===== src/rtl/serial_link_pkg.sv =====
package serial_link_pkg;

    localparam int unsigned BUS_W  = 16;
    localparam int unsigned ADDR_W = 3;

    localparam logic [ADDR_W-1:0] A_CTRL = 3'd0;
    localparam logic [ADDR_W-1:0] A_STAT = 3'd1;
    localparam logic [ADDR_W-1:0] A_TXD  = 3'd2;
    localparam logic [ADDR_W-1:0] A_RXD  = 3'd3;
    localparam logic [ADDR_W-1:0] A_BAUD = 3'd4;

    typedef enum logic [2:0] {
        T_IDLE, T_START, T_DATA, T_PAR, T_STOP
    } tx_state_t;

    typedef enum logic [2:0] {
        R_IDLE, R_START, R_DATA, R_PAR, R_STOP, R_WAITHI
    } rx_state_t;

    // control register layout, MSB first
    typedef struct packed {
        logic tb8;
        logic nine;
        logic hs_en;
        logic par_odd;
        logic par_en;
        logic len8;
        logic rx_en;
        logic tx_en;
    } ctrl_t;

    function automatic logic [3:0] data_bits(input ctrl_t c);
        if (c.nine)      return 4'd9;
        else if (c.len8) return 4'd8;
        else             return 4'd7;
    endfunction

    function automatic logic parity_on(input ctrl_t c);
        return c.par_en & ~c.nine;
    endfunction

endpackage


===== src/rtl/sl_baud_gen.sv =====
module sl_baud_gen #(
    parameter int unsigned DIV_W = 16
) (
    input  logic             clk,
    input  logic             rst_n,
    input  logic [DIV_W-1:0] div,
    output logic             tick
);
    logic [DIV_W-1:0] cnt;

    always_comb begin
        tick = (div == '0) || (cnt >= div - DIV_W'(1));
    end

    always_ff @(posedge clk or negedge rst_n) begin
        if (!rst_n)    cnt <= '0;
        else if (tick) cnt <= '0;
        else           cnt <= cnt + DIV_W'(1);
    end
endmodule


===== src/rtl/sl_tx.sv =====
module sl_tx
    import serial_link_pkg::*;
#(
    parameter int unsigned OVS = 16
) (
    input  logic       clk,
    input  logic       rst_n,
    input  logic       tick,
    input  logic       go_ok,
    input  logic [3:0] nb,
    input  logic       par_on,
    input  logic       par_odd,
    input  logic       hold_valid,
    input  logic [8:0] hold_data,
    output logic       take,
    output logic       txd,
    output logic       busy
);
    localparam int unsigned SUB_W = $clog2(OVS);
    localparam logic [SUB_W-1:0] SUB_LAST = SUB_W'(OVS - 1);

    tx_state_t        state;
    logic [SUB_W-1:0] sub;
    logic [3:0]       bitn;
    logic [8:0]       shreg;
    logic             parb;

    // state register and datapath
    always_ff @(posedge clk or negedge rst_n) begin
        if (!rst_n) begin
            state <= T_IDLE;
            sub   <= '0;
            bitn  <= '0;
            shreg <= '0;
            parb  <= 1'b0;
        end else if (tick) begin
            unique case (state)
                T_IDLE: begin
                    if (take) begin
                        state <= T_START;
                        sub   <= '0;
                        shreg <= hold_data;
                        parb  <= (^hold_data) ^ par_odd;
                    end
                end
                T_START: begin
                    if (sub == SUB_LAST) begin
                        sub   <= '0;
                        bitn  <= '0;
                        state <= T_DATA;
                    end else begin
                        sub <= sub + SUB_W'(1);
                    end
                end
                T_DATA: begin
                    if (sub == SUB_LAST) begin
                        sub   <= '0;
                        shreg <= shreg >> 1;
                        if (bitn == nb - 4'd1) state <= par_on ? T_PAR : T_STOP;
                        else                   bitn  <= bitn + 4'd1;
                    end else begin
                        sub <= sub + SUB_W'(1);
                    end
                end
                T_PAR: begin
                    if (sub == SUB_LAST) begin
                        sub   <= '0;
                        state <= T_STOP;
                    end else begin
                        sub <= sub + SUB_W'(1);
                    end
                end
                T_STOP: begin
                    if (sub == SUB_LAST) begin
                        sub   <= '0;
                        state <= T_IDLE;
                    end else begin
                        sub <= sub + SUB_W'(1);
                    end
                end
                default: state <= T_IDLE;
            endcase
        end
    end

    // outputs
    always_comb begin
        take = tick && (state == T_IDLE) && hold_valid && go_ok;
        busy = (state != T_IDLE);
        unique case (state)
            T_START: txd = 1'b0;
            T_DATA:  txd = shreg[0];
            T_PAR:   txd = parb;
            default: txd = 1'b1;
        endcase
    end
endmodule


===== src/rtl/sl_rx.sv =====
module sl_rx
    import serial_link_pkg::*;
#(
    parameter int unsigned OVS    = 16,
    parameter int unsigned MAX_M  = 12
) (
    input  logic       clk,
    input  logic       rst_n,
    input  logic       tick,
    input  logic       rx_en,
    input  logic [3:0] nb,
    input  logic       par_on,
    input  logic       par_odd,
    input  logic       rx_s,
    output logic       done,
    output logic [8:0] dout,
    output logic       perr_o,
    output logic       ferr_o,
    output logic       sbrk_o,
    output logic       lbrk_o
);
    localparam int unsigned SUB_W   = $clog2(OVS);
    localparam int unsigned LOW_MAX = (2 * MAX_M + 3) * OVS;
    localparam int unsigned LOW_W   = $clog2(LOW_MAX + 1);
    localparam logic [SUB_W-1:0] SUB_LAST = SUB_W'(OVS - 1);
    localparam logic [SUB_W-1:0] SUB_MID  = SUB_W'(OVS / 2 - 1);

    rx_state_t        state;
    logic [SUB_W-1:0] sub;
    logic [3:0]       bitn;
    logic [8:0]       data;
    logic             ones;
    logic             any1;
    logic             pe;
    logic [LOW_W-1:0] lowcnt;
    logic [LOW_W-1:0] thresh;

    always_comb begin
        int unsigned m;
        m      = 2 + int'(nb) + (par_on ? 1 : 0);
        thresh = LOW_W'((2 * m + 3) * OVS);
    end

    // frame state machine
    always_ff @(posedge clk or negedge rst_n) begin
        if (!rst_n) begin
            state  <= R_IDLE;
            sub    <= '0;
            bitn   <= '0;
            data   <= '0;
            ones   <= 1'b0;
            any1   <= 1'b0;
            pe     <= 1'b0;
            done   <= 1'b0;
            dout   <= '0;
            perr_o <= 1'b0;
            ferr_o <= 1'b0;
            sbrk_o <= 1'b0;
        end else begin
            done   <= 1'b0;
            perr_o <= 1'b0;
            ferr_o <= 1'b0;
            sbrk_o <= 1'b0;
            if (!rx_en) begin
                state <= R_IDLE;
            end else begin
                unique case (state)
                    R_IDLE: begin
                        if (!rx_s) begin
                            state <= R_START;
                            sub   <= '0;
                        end
                    end
                    R_START: begin
                        if (tick) begin
                            if (sub == SUB_MID) begin
                                sub <= '0;
                                if (!rx_s) begin
                                    state <= R_DATA;
                                    bitn  <= '0;
                                    data  <= '0;
                                    ones  <= 1'b0;
                                    any1  <= 1'b0;
                                    pe    <= 1'b0;
                                end else begin
                                    state <= R_IDLE;
                                end
                            end else begin
                                sub <= sub + SUB_W'(1);
                            end
                        end
                    end
                    R_DATA: begin
                        if (tick) begin
                            if (sub == SUB_LAST) begin
                                sub        <= '0;
                                data[bitn] <= rx_s;
                                ones       <= ones ^ rx_s;
                                any1       <= any1 | rx_s;
                                if (bitn == nb - 4'd1) state <= par_on ? R_PAR : R_STOP;
                                else                   bitn  <= bitn + 4'd1;
                            end else begin
                                sub <= sub + SUB_W'(1);
                            end
                        end
                    end
                    R_PAR: begin
                        if (tick) begin
                            if (sub == SUB_LAST) begin
                                sub   <= '0;
                                pe    <= ones ^ rx_s ^ par_odd;
                                any1  <= any1 | rx_s;
                                state <= R_STOP;
                            end else begin
                                sub <= sub + SUB_W'(1);
                            end
                        end
                    end
                    R_STOP: begin
                        if (tick) begin
                            if (sub == SUB_LAST) begin
                                sub    <= '0;
                                done   <= 1'b1;
                                dout   <= data;
                                perr_o <= pe;
                                ferr_o <= ~rx_s;
                                sbrk_o <= ~rx_s & ~any1;
                                state  <= rx_s ? R_IDLE : R_WAITHI;
                            end else begin
                                sub <= sub + SUB_W'(1);
                            end
                        end
                    end
                    R_WAITHI: begin
                        if (rx_s) state <= R_IDLE;
                    end
                    default: state <= R_IDLE;
                endcase
            end
        end
    end

    // long low-time counter, in oversampling ticks
    always_ff @(posedge clk or negedge rst_n) begin
        if (!rst_n) begin
            lowcnt <= '0;
            lbrk_o <= 1'b0;
        end else begin
            lbrk_o <= 1'b0;
            if (!rx_en || rx_s) begin
                lowcnt <= '0;
            end else if (tick && lowcnt != thresh) begin
                lowcnt <= lowcnt + LOW_W'(1);
                if (lowcnt == thresh - LOW_W'(1)) lbrk_o <= 1'b1;
            end
        end
    end
endmodule


===== src/rtl/serial_link.sv =====
module serial_link
    import serial_link_pkg::*;
#(
    parameter int unsigned DIV_W = 16,
    parameter int unsigned OVS   = 16
) (
    input  logic              clk,
    input  logic              rst_n,
    input  logic              bus_wr,
    input  logic              bus_rd,
    input  logic [ADDR_W-1:0] bus_addr,
    input  logic [BUS_W-1:0]  bus_wdata,
    output logic [BUS_W-1:0]  bus_rdata,
    input  logic              rxd_i,
    output logic              txd_o,
    input  logic              peer_rdy_i,
    output logic              rx_rdy_o
);
    ctrl_t            ctrl;
    logic [DIV_W-1:0] div;
    logic [7:0]       hold;
    logic             hold_valid;
    logic [8:0]       rxbuf;
    logic             rdr;
    logic             perr_f, ferr_f, oerr_f, lbrk_f, sbrk_f;
    logic             rx_q1, rx_q2, pr_q1, pr_q2;

    logic             tick;
    logic             take;
    logic             tx_busy;
    logic             go_ok;
    logic [3:0]       nb;
    logic             par_on;
    logic [8:0]       hold_data;
    logic             wr_txd, rd_rxd, wr_stat;
    logic [4:0]       clr_mask;

    logic             rx_done, rx_perr, rx_ferr, rx_sbrk, rx_lbrk;
    logic [8:0]       rx_data;

    always_comb begin
        nb        = data_bits(ctrl);
        par_on    = parity_on(ctrl);
        go_ok     = ctrl.tx_en && (!ctrl.hs_en || pr_q2);
        hold_data = {ctrl.nine & ctrl.tb8,
                     (ctrl.len8 | ctrl.nine) ? hold[7] : 1'b0,
                     hold[6:0]};
        wr_txd    = bus_wr && (bus_addr == A_TXD);
        wr_stat   = bus_wr && (bus_addr == A_STAT);
        rd_rxd    = bus_rd && (bus_addr == A_RXD);
        clr_mask  = wr_stat ? bus_wdata[7:3] : 5'b0;
        rx_rdy_o  = ctrl.hs_en & ctrl.rx_en & ~rdr;
    end

    // input synchronizers
    always_ff @(posedge clk or negedge rst_n) begin
        if (!rst_n) begin
            rx_q1 <= 1'b1;
            rx_q2 <= 1'b1;
            pr_q1 <= 1'b0;
            pr_q2 <= 1'b0;
        end else begin
            rx_q1 <= rxd_i;
            rx_q2 <= rx_q1;
            pr_q1 <= peer_rdy_i;
            pr_q2 <= pr_q1;
        end
    end

    // configuration and transmit holding register
    always_ff @(posedge clk or negedge rst_n) begin
        if (!rst_n) begin
            ctrl       <= '0;
            div        <= '0;
            hold       <= '0;
            hold_valid <= 1'b0;
        end else begin
            if (bus_wr && bus_addr == A_CTRL) ctrl <= ctrl_t'(bus_wdata[7:0]);
            if (bus_wr && bus_addr == A_BAUD) div  <= bus_wdata[DIV_W-1:0];
            if (wr_txd) begin
                hold       <= bus_wdata[7:0];
                hold_valid <= 1'b1;
            end else if (take) begin
                hold_valid <= 1'b0;
            end
        end
    end

    // receive buffer and sticky flags; setting wins over clearing
    always_ff @(posedge clk or negedge rst_n) begin
        if (!rst_n) begin
            rxbuf  <= '0;
            rdr    <= 1'b0;
            perr_f <= 1'b0;
            ferr_f <= 1'b0;
            oerr_f <= 1'b0;
            lbrk_f <= 1'b0;
            sbrk_f <= 1'b0;
        end else begin
            if (rx_done) begin
                rxbuf <= rx_data;
                rdr   <= 1'b1;
            end else if (rd_rxd) begin
                rdr <= 1'b0;
            end
            perr_f <= (rx_done & rx_perr) | (perr_f & ~clr_mask[0]);
            ferr_f <= (rx_done & rx_ferr) | (ferr_f & ~clr_mask[1]);
            oerr_f <= (rx_done & rdr)     | (oerr_f & ~clr_mask[2]);
            lbrk_f <= rx_lbrk             | (lbrk_f & ~clr_mask[3]);
            sbrk_f <= (rx_done & rx_sbrk) | (sbrk_f & ~clr_mask[4]);
        end
    end

    always_comb begin
        unique case (bus_addr)
            A_CTRL:  bus_rdata = {8'h00, ctrl};
            A_STAT:  bus_rdata = {8'h00, sbrk_f, lbrk_f, oerr_f, ferr_f, perr_f,
                                  ~tx_busy & ~hold_valid, ~hold_valid, rdr};
            A_TXD:   bus_rdata = {8'h00, hold};
            A_RXD:   bus_rdata = {7'h00, rxbuf};
            A_BAUD:  bus_rdata = BUS_W'(div);
            default: bus_rdata = '0;
        endcase
    end

    sl_baud_gen #(.DIV_W(DIV_W)) u_baud (
        .clk   (clk),
        .rst_n (rst_n),
        .div   (div),
        .tick  (tick)
    );

    sl_tx #(.OVS(OVS)) u_tx (
        .clk        (clk),
        .rst_n      (rst_n),
        .tick       (tick),
        .go_ok      (go_ok),
        .nb         (nb),
        .par_on     (par_on),
        .par_odd    (ctrl.par_odd),
        .hold_valid (hold_valid),
        .hold_data  (hold_data),
        .take       (take),
        .txd        (txd_o),
        .busy       (tx_busy)
    );

    sl_rx #(.OVS(OVS), .MAX_M(12)) u_rx (
        .clk     (clk),
        .rst_n   (rst_n),
        .tick    (tick),
        .rx_en   (ctrl.rx_en),
        .nb      (nb),
        .par_on  (par_on),
        .par_odd (ctrl.par_odd),
        .rx_s    (rx_q2),
        .done    (rx_done),
        .dout    (rx_data),
        .perr_o  (rx_perr),
        .ferr_o  (rx_ferr),
        .sbrk_o  (rx_sbrk),
        .lbrk_o  (rx_lbrk)
    );
endmodule


===== config.mk =====
export PLATFORM = sky130hd
export DESIGN_NAME = serial_link
export DESIGN_NICKNAME = d
export VERILOG_FILES = /design/src/rtl/serial_link_pkg.sv /design/src/rtl/sl_baud_gen.sv /design/src/rtl/sl_tx.sv /design/src/rtl/sl_rx.sv /design/src/rtl/serial_link.sv
export SDC_FILE = /design/constraint.sdc
export NUM_CORES = 1
export LEC_CHECK = 0
export ABC_AREA = 1
export BUFFER_PORTS_ARGS = -buffer_cell sky130_fd_sc_hd__buf_2
export CAP_MARGIN = 20
export CORE_ASPECT_RATIO = 0.75
export CORE_MARGIN = 4
export CORE_UTILIZATION = 60
export CTS_BUF_LIST = sky130_fd_sc_hd__clkbuf_4
export CTS_CLUSTER_DIAMETER = 80
export DETAILED_ROUTE_END_ITERATION = 6
export GPL_TIMING_DRIVEN = 0
export HOLD_SLACK_MARGIN = 0.08
export PLACE_DENSITY = 0.81
export SLEW_MARGIN = 20
export SYNTH_ARGS = -nofsm -noshare
export SYNTH_HDL_FRONTEND = slang
export SYNTH_SLANG_ARGS = --single-unit

===== constraint.sdc =====
create_clock -name clk -period 6.7 [get_ports clk]
set_input_delay 0.67 -clock clk [delete_from_list [all_inputs] [get_ports clk]]
set_output_delay 0.67 -clock clk [all_outputs]
set_load 0.02 [all_outputs]

# --- Word-level counts from Yosys, hierarchy flattened ---
# Index checks and enable logic that the tools add are counted.
totals:
  word_cells: 289
  register_bits: 135
classes:
  n_eq_ne: 50
  n_bitwise: 36
  magnitude_cmp: 3
  addsub: 12
  muxes: 99
  n_reduce_logical: 47
op_table:
  columns: ["operator", "n"]
  rows:
  - ["two-way mux 9 bit", 9]
  - ["one-hot mux 16 bit (5 select lines)", 1]
  - ["two-way mux 4 bit", 17]
  - ["two-way mux 3 bit", 20]
  - ["one-hot mux 9 bit (2 select lines)", 2]
  - ["two-way mux 1 bit", 35]
  - ["inequality test 2 x 1 -> 1 bit, second input constant", 14]
  - ["AND reduction 7 bit", 4]
  - ["inequality test 3 x 2 -> 1 bit, second input constant", 9]
  - ["one-hot mux 4 bit (2 select lines)", 3]
  - ["equality test 3 x 2 -> 1 bit, second input constant", 6]
  - ["one-hot mux 3 bit (6 select lines)", 1]
  - ["nonzero test 2 bit", 9]
  - ["adder 16 x 1 -> 16 bit, second input constant", 1]
  - ["adder 4 x 1 -> 4 bit, second input constant", 4]
  - ["greater-or-equal comparator 16 bit", 1]
  - ["logical NOT 16 bit", 1]
  - ["two-way mux 16 bit", 1]
  - ["subtractor 16 x 1 -> 16 bit, second input constant", 1]
  - ["AND 1 bit", 15]
  - ["one-hot mux 3 bit (5 select lines)", 1]
  - ["equality test 3 bit, second input constant", 4]
  - ["one-hot mux 4 bit (3 select lines)", 1]
  - ["logical AND 1 bit", 11]
  - ["38 further kinds", 76]

# --- Depth between registers and ports, before layout ---
logic_depth:
  depth_word: 10
  mapped_depth: 23

# --- Cells and area by module ---
# Synthesis repeated with hierarchy kept, for this count alone.
unflattened:
  hier_cells: 1170
  hier_area_um2: 8516.9
modules_own_cells:
  columns: ["mod", "cells_per_inst", "n_inst", "area_each_um2", "seq_area_each_um2"]
  rows:
  - ["sl_rx", 390, 1, 2887.8, 1151.1]
  - ["serial_link", 327, 1, 2464.9, 1303.8]
  - ["sl_baud_gen", 227, 1, 1664.1, 400.4]
  - ["sl_tx", 226, 1, 1500.2, 525.5]

# --- Least setup slack after synthesis ---
# OpenSTA, ideal clock, no wires.
synth_path:
  path_kind: "register to register"
  start: "reg div[2]"
  end: "reg u_tx.shreg[7]"
  synth_period_minus_slack_ns: 2.969
  slack_ns: 3.731
  path_stages_with_launch: 22
  setup_ns: 0.127
  t_arrival_ns: 2.843
  path_cell_list: "dfrtp_1 > nor2_1 > nand2_1 > nor3_1 > nand2_1 > nor2_1 > nand2_1 > nor2_1 > nand3_1 > xor2_1 > inv_1 > ha_1 > a21o_1 > nor2_1 > nand2_2 > nor2_4 > nand2_8 > o21ai_2 > nor2_4 > buf_6 > o211ai_1 > o21ai_1"
synth_between:
  elab_chain_len: 8
  word_cells_on_any_way: 9
  cone_classes: "1 x add/sub; 1 x order compare; 1 x eq/ne; 6 x reduce/logical"
synth_rtl:
  columns: ["item", "line_no", "source"]
  rows:
  - ["from (decl)", "serial_link.sv:20", "logic [DIV_W-1:0] div;"]
  - ["from (signal assigned)", "serial_link.sv:79", "if (bus_wr && bus_addr == A_BAUD) div <= bus_wdata[DIV_W-1:0];"]
  - ["subtractor 16 x 1 -> 16 bit", "sl_baud_gen.sv:12", "tick = (div == '0) || (cnt >= div - DIV_W'(1));"]
  - ["greater-or-equal comparator 16 bit", "sl_baud_gen.sv:12", null]
  - ["logical OR 1 bit *", "sl_baud_gen.sv:12", null]
  - ["logical AND 1 bit (3 in a row)", "sl_tx.sv:88", "take = tick && (state == T_IDLE) && hold_valid && go_ok;"]
  - ["inequality test 2 bit (no line)", null, null]
  - ["AND reduction 4 bit (no line) *", null, null]
  - ["to (signal assigned)", "sl_tx.sv:42", "shreg <= hold_data;"]
  - ["to (signal assigned)", "sl_tx.sv:58", "shreg <= shreg >> 1;"]
  - ["to (decl)", "sl_tx.sv:25", "logic [8:0] shreg;"]
# Every way passes the cells marked *; elsewhere a longest branch is shown, timed or not.
# A chain may end at the register's enable or synchronous reset.

# --- Final worst setup path ---
layout_path:
  start: "reg div[0]"
  end: "reg u_baud.cnt[12]"
layout_between:
  elab_chain_len: 4
  word_cells_on_any_way: 5
  cone_classes: "1 x add/sub; 1 x order compare; 1 x mux; 2 x reduce/logical"
layout_rtl:
  columns: ["item", "line_no", "source"]
  rows:
  - ["subtractor 16 x 1 -> 16 bit", "sl_baud_gen.sv:12", null]
  - ["greater-or-equal comparator 16 bit", "sl_baud_gen.sv:12", null]
  - ["logical OR 1 bit *", "sl_baud_gen.sv:12", null]
  - ["two-way mux 16 bit *", "sl_baud_gen.sv:17", "else if (tick) cnt <= '0;"]
  - ["to (signal assigned)", "sl_baud_gen.sv:18", "else cnt <= cnt + DIV_W'(1);"]
  - ["to (decl)", "sl_baud_gen.sv:9", "logic [DIV_W-1:0] cnt;"]
# Marks and branches as above.

==> metrics.yaml <==
cells_and_area:
  nets: 1086
  drive_above_1_share: 0.117
  area_growth_pct: 11.1
  nFillCells: 1024
  diodes: 0
synthesis:
  syn_area_um2: 7610
  synth_edf_count: 0
  yosysUniqueCellTypes: 46
  synthTopCellsByCount: "nand2_1 (227), dfrtp_1 (133), inv_1 (128)"
  synthCells: 967
  seq_area_frac_synth: 0.444
  synth-async-reset-ratio: 1.00
  yosysWarnings: 0
  synth_nets: 1023
  synth_area_leaders: "dfrtp_1 (44%), nand2_1 (11%), inv_1 (6.3%)"
  ys_dominant_reg_cell: "dfrtp_1"
  synth_top_area_cell: "dfrtp_1"
  synth_most_common_cell: "nand2_1"
  avgSynthCellArea_um2: 7.87
  synth-seq-cells: 135
  synth_top_area_frac: 0.438
floorplan:
  rows: 35
  dieWidth_um: 138
  start_util: 0.616
  io_pins: 43
  dieArea_um2: 14600
  fp.dieH_um: 106
  design.core.area_um2: 12300
worst_setup_path:
  crit_chain: "inv_1 > nand2_1 > nor3_1 > nand2_1 > nor2_1 > nand2_1 > nor2_1 > nand3_1 > xor2_1 > inv_1 > ha_1 > nand4_1 > nor2_1 > nand2_1 > nand2_8 > clkbuf_1 > nor2_1 > o21a_1"
  endpoint_kind: "flip-flop"
  cp.arrival_ns: 4.18
  cp_top_family: "simple AND/OR/NAND/NOR gates"
  cp_num_buf_inv: 3
  cp.required_ns: 7.16
  crit_slowest_cell: "clkbuf_1"
  worstPathMaxFanout: 10
  startpoint_type: "flip-flop"
  worst-setup-path-type: "reg2reg"
  cpPeakStageDelay_ns: 0.43
timing:
  post-route-period-util: 0.555
  tightest_slew_ns: 0.638
  setup_viol: 0
  tns_ns: 0
  rsz0062_at_grt: "no"
  skew_ns: 0.0154
  drv_slew: 0
  hold_viol: 0
  fin_ws_ns: 2.98
  relSlewSlack: 0.574
  fin_crit_ns: 3.72
  fmax_ghz: 0.269
detailed_routing:
  vias_per_cell: 5.49
  routed_wl_mm: 18.0
  detail_route.wl_per_cell_um: 14.9
  via_count: 6643
  first_iter_violations: 471
  drc: 0
  first_pass_iters: 5
  detail-route-antenna-nets: 0
placed_design:
  gp_congestion: 0.932
  place_ws_ns: 3.04
  portBuffers: 42
  dpl.hpwl_mm: 13.3
power_and_ir_drop:
  powerDensity_nw_per_um2: 254
  vdd_ir_drop_max_mv: 0.166
  p_leak_nw: 4.07
  power_mw: 2.15
grt:
  overflow: 0
  antenna_found_initial: 0
  grt_start_max_net_pins: 93
  grt_pass1_vias: 6078
  grt_usage: 0.252
  grt_pass1_wl_mm: 29.8
cts:
  clkLatencyLatePin_ns: 0.55
  numCtsBuffers: 17
  cts_root_buffer: "clkbuf_4"
  htree_levels: 4
  cts.sinks: 135
  cts_resized: 0
  clk_pin_slew_ns: 0.13
  cts.path.max_buffers: 2
  tritoncts: "built"
  cts_setup_buffers: 0
job:
  drv_cap: 0
run_status:
  status: "finished, final reports clean"
worst_hold_path:
  hp-class: "in2reg"
path summary, 6_finish.rpt:
path                             start             end  slack [ns]  cells past startpoint
worst max register to register  div[0]  u_baud.cnt[12]        2.98                     18
worst min register to register   pr_q1           pr_q2        0.36                      0
worst min-delay path             rxd_i           rx_q1        0.21                      1
worst max-delay path            div[0]  u_baud.cnt[12]        2.98                     18
max in group asynchronous        rst_n         hold[5]        5.36                      3
min in group asynchronous        rst_n  u_baud.cnt[13]        0.58                      2
flip-flops by register name (all words and copies together) (netlist names), 3 cells and up:
signal,flops
u_rx.data,9
div,16
hold,8
u_rx.state,3
u_tx.state,3
rxbuf,9
ctrl,8
u_rx.dout,9
u_baud.cnt,16
u_tx.sub,4
u_rx.bitn,4
u_tx.bitn,4
u_tx.shreg,9
u_rx.lowcnt,9
u_rx.sub,4
power by group:
part	leakage, nW	internal, mW	switching (mW)	total (mW)
Sequential	1.79	0.877	0.0729	0.950
Combinational	2.09	0.180	0.320	0.500
Clock	0.193	0.374	0.324	0.698
what timing repair did:
action                     in CTS  in global routing
hold buffers                    1                  0
setup endpoints to repair       0                  0
hold endpoints to repair       41                  0
per-layer routing:
layer / wire, µm / vias to the layer above / track usage
li1: - / 3265 / -
met1: 8440 / 3145 / 0.366
met2: 8190 / 201 / 0.389
met3: 1110 / 32 / 0.0553
met4: 296 / 0 / 0.0606
met5: 0 / - / 0
area by class of cell:
type,instances,area [µm²],share of cell area
plain buffers,20,93.8,0.0111
clock buffers,17,128,0.0151
clock inverters,15,249,0.0295
inverters,134,505,0.0598
multi-input cells,678,3630,0.429
flip-flops and latches,135,3380,0.400
well taps,166,208,0.0246
repair buffers,44,258,0.0305
cells by family (layout without fill, tap and decap cells):
| group | count (synthesis) | count (layout) | share of synthesized area |
|---|---|---|---|
| compound gates | 162 | 162 | 0.118 |
| xor+xnor | 41 | 41 | 0.0472 |
| simple gates | 444 | 444 | 0.260 |
| flops | 135 | 135 | 0.444 |
| fa+ha+maj | 31 | 31 | 0.0520 |
| buf+inv | 154 | 230 | 0.0788 |
cell usage in the layout, fill, tap and decap left out, types with 20 or more instances in the layout:
master	instances
dfrtp_1	133
buf_2	43
ha_1	30
xor2_1	32
nand2_1	227
o21ai_0	81
o21ai_1	20
inv_1	128
nor2_1	90
nand3_1	54
a21oi_1	30
nand4_1	21
through the flow:
stage	hold WS [ns]	cells	cell area [µm²]	util
after floorplan	0.331	967	7610	-
after global placement	0.333	1175	8020	0.650
after detailed placement	0.337	1176	8060	0.653
after CTS	0.188	1209	8450	0.684
after global routing	0.181	1209	8450	0.684
final	0.210	1209	8450	0.684
Note: power is estimated with default switching activity, not from simulation.
